`src/rtl/tp_pkg.sv`:
```
package tp_pkg;

    typedef enum logic [2:0] {
        S_IDLE,
        S_READ_A,
        S_READ_B,
        S_DECIDE,
        S_RESET_CMD,
        S_REPORT
    } tp_state_e;

    localparam logic [7:0] FLASH_RESET_CMD = 8'hF0;

endpackage

```
`src/rtl/tp_toggle_track.sv`:
```
module tp_toggle_track #(
    parameter int STAT_W  = 8,
    parameter int TOG_BIT = 6,
    parameter int TMO_BIT = 5
) (
    input  logic              clk,
    input  logic              rst_n,
    input  logic              cap_first,
    input  logic              cap_second,
    input  logic [STAT_W-1:0] word,
    output logic              toggled,
    output logic              timeout_seen
);

    logic ref_q;
    logic tog_q;
    logic tmo_q;

    // First word of a pair sets the reference; second word yields the verdict.
    always_ff @(posedge clk) begin
        if (!rst_n) begin
            ref_q <= 1'b0;
            tog_q <= 1'b0;
            tmo_q <= 1'b0;
        end else begin
            if (cap_first) begin
                ref_q <= word[TOG_BIT];
            end
            if (cap_second) begin
                tog_q <= ref_q ^ word[TOG_BIT];
                tmo_q <= word[TMO_BIT];
            end
        end
    end

    assign toggled      = tog_q;
    assign timeout_seen = tmo_q;

endmodule

```
`src/rtl/tp_pair_cnt.sv`:
```
module tp_pair_cnt #(
    parameter int CNT_W = 8
) (
    input  logic             clk,
    input  logic             rst_n,
    input  logic             clr,
    input  logic             inc,
    input  logic [CNT_W-1:0] limit,
    output logic             last_pair
);

    localparam logic [CNT_W-1:0] CNT_MAX = {CNT_W{1'b1}};

    logic [CNT_W-1:0] cnt_q;
    logic [CNT_W:0]   cnt_plus;

    always_ff @(posedge clk) begin
        if (!rst_n) begin
            cnt_q <= '0;
        end else if (clr) begin
            cnt_q <= '0;
        end else if (inc && (cnt_q != CNT_MAX)) begin
            cnt_q <= cnt_q + 1'b1;
        end
    end

    // True when the pair now being judged would reach the limit.
    assign cnt_plus  = {1'b0, cnt_q} + 1'b1;
    assign last_pair = (limit != '0) && (cnt_plus >= {1'b0, limit});

endmodule

```
`src/rtl/toggle_poller.sv`:
```
module toggle_poller
    import tp_pkg::*;
#(
    parameter int STAT_W  = 8,
    parameter int TOG_BIT = 6,
    parameter int TMO_BIT = 5,
    parameter int CNT_W   = 8
) (
    input  logic              clk,
    input  logic              rst_n,
    input  logic              start,
    input  logic              abort,
    input  logic [CNT_W-1:0]  poll_limit,
    output logic              rd_req,
    input  logic              rd_valid,
    input  logic [STAT_W-1:0] rd_data,
    output logic              wr_req,
    output logic [STAT_W-1:0] wr_data,
    input  logic              wr_ack,
    output logic              busy,
    output logic              done,
    output logic              pass
);

    localparam logic [STAT_W-1:0] CMD_WORD = STAT_W'(FLASH_RESET_CMD);

    tp_state_e state_q, state_d;
    logic      confirm_q, confirm_d;
    logic      ok_q, ok_d;
    logic      cap_a, cap_b;
    logic      cnt_clr, cnt_inc;
    logic      toggled, timeout_seen, last_pair;

    tp_toggle_track #(
        .STAT_W (STAT_W),
        .TOG_BIT(TOG_BIT),
        .TMO_BIT(TMO_BIT)
    ) u_track (
        .clk         (clk),
        .rst_n       (rst_n),
        .cap_first   (cap_a),
        .cap_second  (cap_b),
        .word        (rd_data),
        .toggled     (toggled),
        .timeout_seen(timeout_seen)
    );

    tp_pair_cnt #(
        .CNT_W(CNT_W)
    ) u_cnt (
        .clk      (clk),
        .rst_n    (rst_n),
        .clr      (cnt_clr),
        .inc      (cnt_inc),
        .limit    (poll_limit),
        .last_pair(last_pair)
    );

    // State register
    always_ff @(posedge clk) begin
        if (!rst_n) begin
            state_q   <= S_IDLE;
            confirm_q <= 1'b0;
            ok_q      <= 1'b0;
        end else begin
            state_q   <= state_d;
            confirm_q <= confirm_d;
            ok_q      <= ok_d;
        end
    end

    // Next-state logic
    always_comb begin
        state_d   = state_q;
        confirm_d = confirm_q;
        ok_d      = ok_q;
        cap_a     = 1'b0;
        cap_b     = 1'b0;
        cnt_clr   = 1'b0;
        cnt_inc   = 1'b0;
        if (abort) begin
            state_d = S_IDLE;
        end else begin
            unique case (state_q)
                S_IDLE: begin
                    if (start) begin
                        state_d   = S_READ_A;
                        confirm_d = 1'b0;
                        ok_d      = 1'b0;
                        cnt_clr   = 1'b1;
                    end
                end
                S_READ_A: begin
                    if (rd_valid) begin
                        cap_a   = 1'b1;
                        state_d = S_READ_B;
                    end
                end
                S_READ_B: begin
                    if (rd_valid) begin
                        cap_b   = 1'b1;
                        state_d = S_DECIDE;
                    end
                end
                S_DECIDE: begin
                    if (!toggled) begin
                        ok_d    = 1'b1;
                        state_d = S_REPORT;
                    end else if (confirm_q) begin
                        ok_d    = 1'b0;
                        state_d = S_RESET_CMD;
                    end else if (timeout_seen) begin
                        confirm_d = 1'b1;
                        state_d   = S_READ_A;
                    end else if (last_pair) begin
                        ok_d    = 1'b0;
                        state_d = S_RESET_CMD;
                    end else begin
                        cnt_inc = 1'b1;
                        state_d = S_READ_A;
                    end
                end
                S_RESET_CMD: begin
                    if (wr_ack) begin
                        state_d = S_REPORT;
                    end
                end
                S_REPORT: begin
                    state_d = S_IDLE;
                end
                default: begin
                    state_d = S_IDLE;
                end
            endcase
        end
    end

    // Output logic
    always_comb begin
        rd_req  = 1'b0;
        wr_req  = 1'b0;
        wr_data = '0;
        done    = 1'b0;
        pass    = 1'b0;
        busy    = 1'b1;
        unique case (state_q)
            S_IDLE:      busy = 1'b0;
            S_READ_A,
            S_READ_B:    rd_req = 1'b1;
            S_DECIDE:    ;
            S_RESET_CMD: begin
                wr_req  = 1'b1;
                wr_data = CMD_WORD;
            end
            S_REPORT: begin
                done = 1'b1;
                pass = ok_q;
            end
            default:     busy = 1'b0;
        endcase
    end

endmodule

```
`config.mk`:
```
export PLATFORM = sky130hd
export DESIGN_NAME = toggle_poller
export DESIGN_NICKNAME = d
export VERILOG_FILES = /design/src/rtl/tp_pkg.sv /design/src/rtl/tp_toggle_track.sv /design/src/rtl/tp_pair_cnt.sv /design/src/rtl/toggle_poller.sv
export SDC_FILE = /design/constraint.sdc
export NUM_CORES = 1
export LEC_CHECK = 0
export ABC_AREA = 1
export BUFFER_PORTS_ARGS = -buffer_cell sky130_fd_sc_hd__buf_2
export CAP_MARGIN = 0
export CORE_UTILIZATION = 40
export DETAILED_ROUTE_END_ITERATION = 10
export PLACE_DENSITY = 0.62
export SLEW_MARGIN = 20
export SYNTH_ARGS = -nofsm -noshare
export SYNTH_HDL_FRONTEND = slang
export SYNTH_SLANG_ARGS = --single-unit
```
`constraint.sdc`:
```
create_clock -name clk -period 2.7 [get_ports clk]
set_clock_uncertainty 0.1 [all_clocks]
set_input_delay 0.135 -clock clk [delete_from_list [all_inputs] [get_ports clk]]
set_output_delay 0.135 -clock clk [all_outputs]
set_load 0.005 [all_outputs]
```
==> impl_metrics.py <==
metrics = {
    "route": {
        "drtIter0Drc": 31,
        "drc_errors": 2,
        "viasPerCell": 4.93,
        "routed_wl_mm": 2.55,
        "drtPass1Iterations": 7,
        "wl_per_cell_microns": 10.9,
        "vias": 1153,
        "ant_nets": 0,
    },
    "flow_run": {
        "cap_violations": 0,
    },
    "power": {
        "power_density_nw_per_um2": 331,
        "p_seq_share_pct": 51.7,
        "irDropWorstVdd_mv": 0.230,
        "combPwrFrac_pct": 13.6,
        "power_leakage_nw": 0.725,
        "switchingPower_mw": 0.119,
        "p_int_mw": 0.344,
        "clkPwrFrac_pct": 34.7,
        "netSwitchingFraction_pct": 25.7,
    },
    "yosys": {
        "yosysWarnings": 0,
        "yosysSeqAreaShare_pct": 26.1,
        "synth_compound_area_share_pct": 15.5,
        "synth_top_family_by_area": "simple AND/OR/NAND/NOR gates",
        "ys_ff_latch": 16,
        "synth_mux_area_share_pct": 0,
        "synth_simple_gate_area_share_pct": 28.4,
        "yosys.area_share.adder_pct": 9.16,
        "synth_top_area_cell": "dfxtp_1",
        "synth_cell_types": 32,
        "synthTopCellsByArea": "dfxtp_1 26%, ha_1 9.2%, inv_1 9.2%, nand2_1 8.9%, nor2_1 6.4%",
        "syn_area_sq_um": 1230,
        "synth_top_area_share_pct": 26.1,
        "synth.avg_cell_area_sq_um": 6.90,
        "syn_inst": 178,
        "yosys.area_share.xor_xnor_pct": 3.56,
    },
    "cts": {
        "cts_sinks": 16,
        "clkTransAtPathRegs_ns": 0.10,
        "clk_latency_ns": 0.29,
        "cts_tree": "built",
        "clockBufferDepth": 2,
        "htree_levels": 1,
        "cts_buffers": 3,
        "ctsRootBufferMaster": "clkbuf_4",
    },
    "floorplan": {
        "rows": 19,
        "initial_utilization_pct": 43.4,
        "die_area_sq_um": 3300,
        "die_h_microns": 57.4,
        "die_width_microns": 57.4,
        "core_sq_um": 2830,
        "pin_count": 35,
    },
    "critical_path": {
        "cp-end-kind": "flop",
        "start_kind": "flop",
        "critPathTopFamily": "simple AND/OR/NAND/NOR gates",
        "cp_cell_sequence": "ha_1 > nand3_2 > nor2_2 > xor2_1 > ha_1 > a21oi_1 > nand2_1 > nand2_1 > nand2_1 > nand2_1 > nand2_2 > buf_4 > o21ai_0 > nor2_1",
        "crit_top_cell": "nand2_1",
        "cp.required_ns": 2.79,
        "path_buf_inv": 1,
        "crit_path_top_delay_cell": "dfxtp_2",
        "max_stage_delay_ns": 0.40,
        "arrival_ns": 2.54,
        "path_class": "flop to flop",
        "path_max_fanout": 5,
    },
    "finish": {
        "multi_input_area_sq_um": 726,
        "areaGrowthSynthToFinish_pct": 13.7,
        "antenna_cells": 0,
        "final-seq-area_sq_um": 322,
        "stdcell_area_sq_um": 1400,
        "fillers": 284,
        "final_util_pct": 49.4,
        "final_nets": 235,
        "drive_above_1_share_pct": 26.6,
    },
    "global_route": {
        "grt_max_degree": 12,
        "grt_pass1_wl_mm": 4.43,
        "grt_pass1_vias": 1082,
        "grtUsageTotal_pct": 17.0,
        "overflow": 0,
        "antenna_found_initial": 0,
    },
    "place": {
        "dp_hpwl_mm": 2.15,
        "globalplace.congestion": 0.828,
        "place_area_sq_um": 1330,
        "io_buffer_count": 24,
    },
    "sta": {
        "maxSlewViolCount": 0,
        "finalSetupViolations": 0,
        "holdWs_ns": 0.00429,
        "finalSetupTns_ns": 0,
        "layout_min_cycle_time_ns": 2.45,
        "finalCritPeriodShare_pct": 90.8,
        "hold_viol": 0,
        "rsz0062_at_grt": "false",
        "max_clock_freq_mhz": 408,
    },
    "hold_path": {
        "hold_path_class": "primary input to flop",
    },
    "status": {
        "outcome": "finished, violations left",
        "violations": "DRC",
    },
}
## cells in the mapped netlist (all sizes together)
master  count
a211oi      3
a21oi      17
and2        1
and3        1
buf         9
clkinv      1
conb        1
dfxtp      16
ha          9
inv        33
nand2      30
nand3       8
nand4       1
nor2       23
nor3        6
nor4        4
o21ai       8
o31ai       1
or2         1
xnor2       1
xor2        4
## logic make-up after synthesis
group | count (synthesis)
flip-flops | 16
XOR/XNOR | 5
adder cells (fa/ha/maj) | 9
buffers and inverters | 43
AND/OR/NAND/NOR | 75
AO/OA/AOI/OAI | 29
other | 1
## cells in the final DEF, fill, tap and decap left out, drive strengths merged
cell and instances:
nor4 4, and3 1, a21oi 17, nand4 1, nand2 30, dfxtp 16, o31ai 1, xor2 4
or2 1, inv 34, xnor2 1, ha 9, dlygate4sd3 1, nand3 8, a211oi 3, and2 1
o21ai 8, buf 26, nor2 23, nor3 6, clkbuf 4, conb 4
## sequential cells by signal, indices dropped and copies added, names as in the netlist
signal / flops
state_q: 3
u_track.timeout_seen: 1
ok_q: 1
u_cnt.cnt_q: 8
u_track.toggled: 1
u_track.ref_q: 1
confirm_q: 1
## path summary, 6_finish.rpt
path                        from                    to  slack, ns  cells past startpoint
setup / recovery  u_cnt.cnt_q[0]        u_cnt.cnt_q[2]       0.25                     14
hold / removal             rst_n  u_track.timeout_seen      0.004                      3
hold reg to reg   u_cnt.cnt_q[0]        u_cnt.cnt_q[0]       0.39                      1
setup reg to reg  u_cnt.cnt_q[0]        u_cnt.cnt_q[2]       0.25                     14
## layer usage
| metal | up-vias | GRT usage, % | part of all wire, % |
|---|---|---|---|
| met1 | 519 | 23.0 | 50 |
| met2 | 19 | 27.6 | 47 |
| met5 | - | 0 | 0 |
| li1 | 611 | - | - |
| met3 | 4 | 2.72 | 2.9 |
| met4 | 0 | 5.23 | 0.90 |
## worst register-to-register path: stages, from the launching register on
cell	delay [ns]
dfxtp_2	0.40
ha_1	0.22
nand3_2	0.13
nor2_2	0.15
xor2_1	0.23
ha_1	0.29
a21oi_1	0.15
nand2_1	0.07
nand2_1	0.05
nand2_1	0.06
nand2_1	0.07
nand2_2	0.07
buf_4	0.17
o21ai_0	0.15
nor2_1	0.05
## power groups by stage
stage / logic, mW / clock network, mW / registers, mW
after floorplan: 0.0416 / 0 / 0.244
after global placement: 0.0596 / 0 / 0.245
after detailed placement: 0.0615 / 0 / 0.245
after CTS: 0.0629 / 0.165 / 0.239
after global routing: 0.0722 / 0.173 / 0.240
final: 0.0631 / 0.161 / 0.239
## per-stage QoR
step,setup slack (ns),power (mW),instances
floorplan,0.375,0.286,181
detailed placement,0.110,0.306,228
CTS,0.0939,0.467,233
global route,0.0470,0.485,234
global placement,0.197,0.304,228
finish,0.249,0.463,234
## layout make-up
| cell class | instances | share of cell area, % |
|---|---|---|
| clock buffers | 4 | 2.60 |
| inverters | 34 | 9.31 |
| multi-input cells | 122 | 51.9 |
| flip-flops and latches | 16 | 23.0 |
| well taps | 31 | 2.78 |
| repair buffers | 27 | 10.4 |
## timing repair
action	in CTS	in global routing
resized for setup	0	5
endpoints found under the setup margin	0	11
setup buffers	0	1
hold buffers	1	0
endpoints found under the hold margin	1	0
Power figures use the tool's default switching activity.
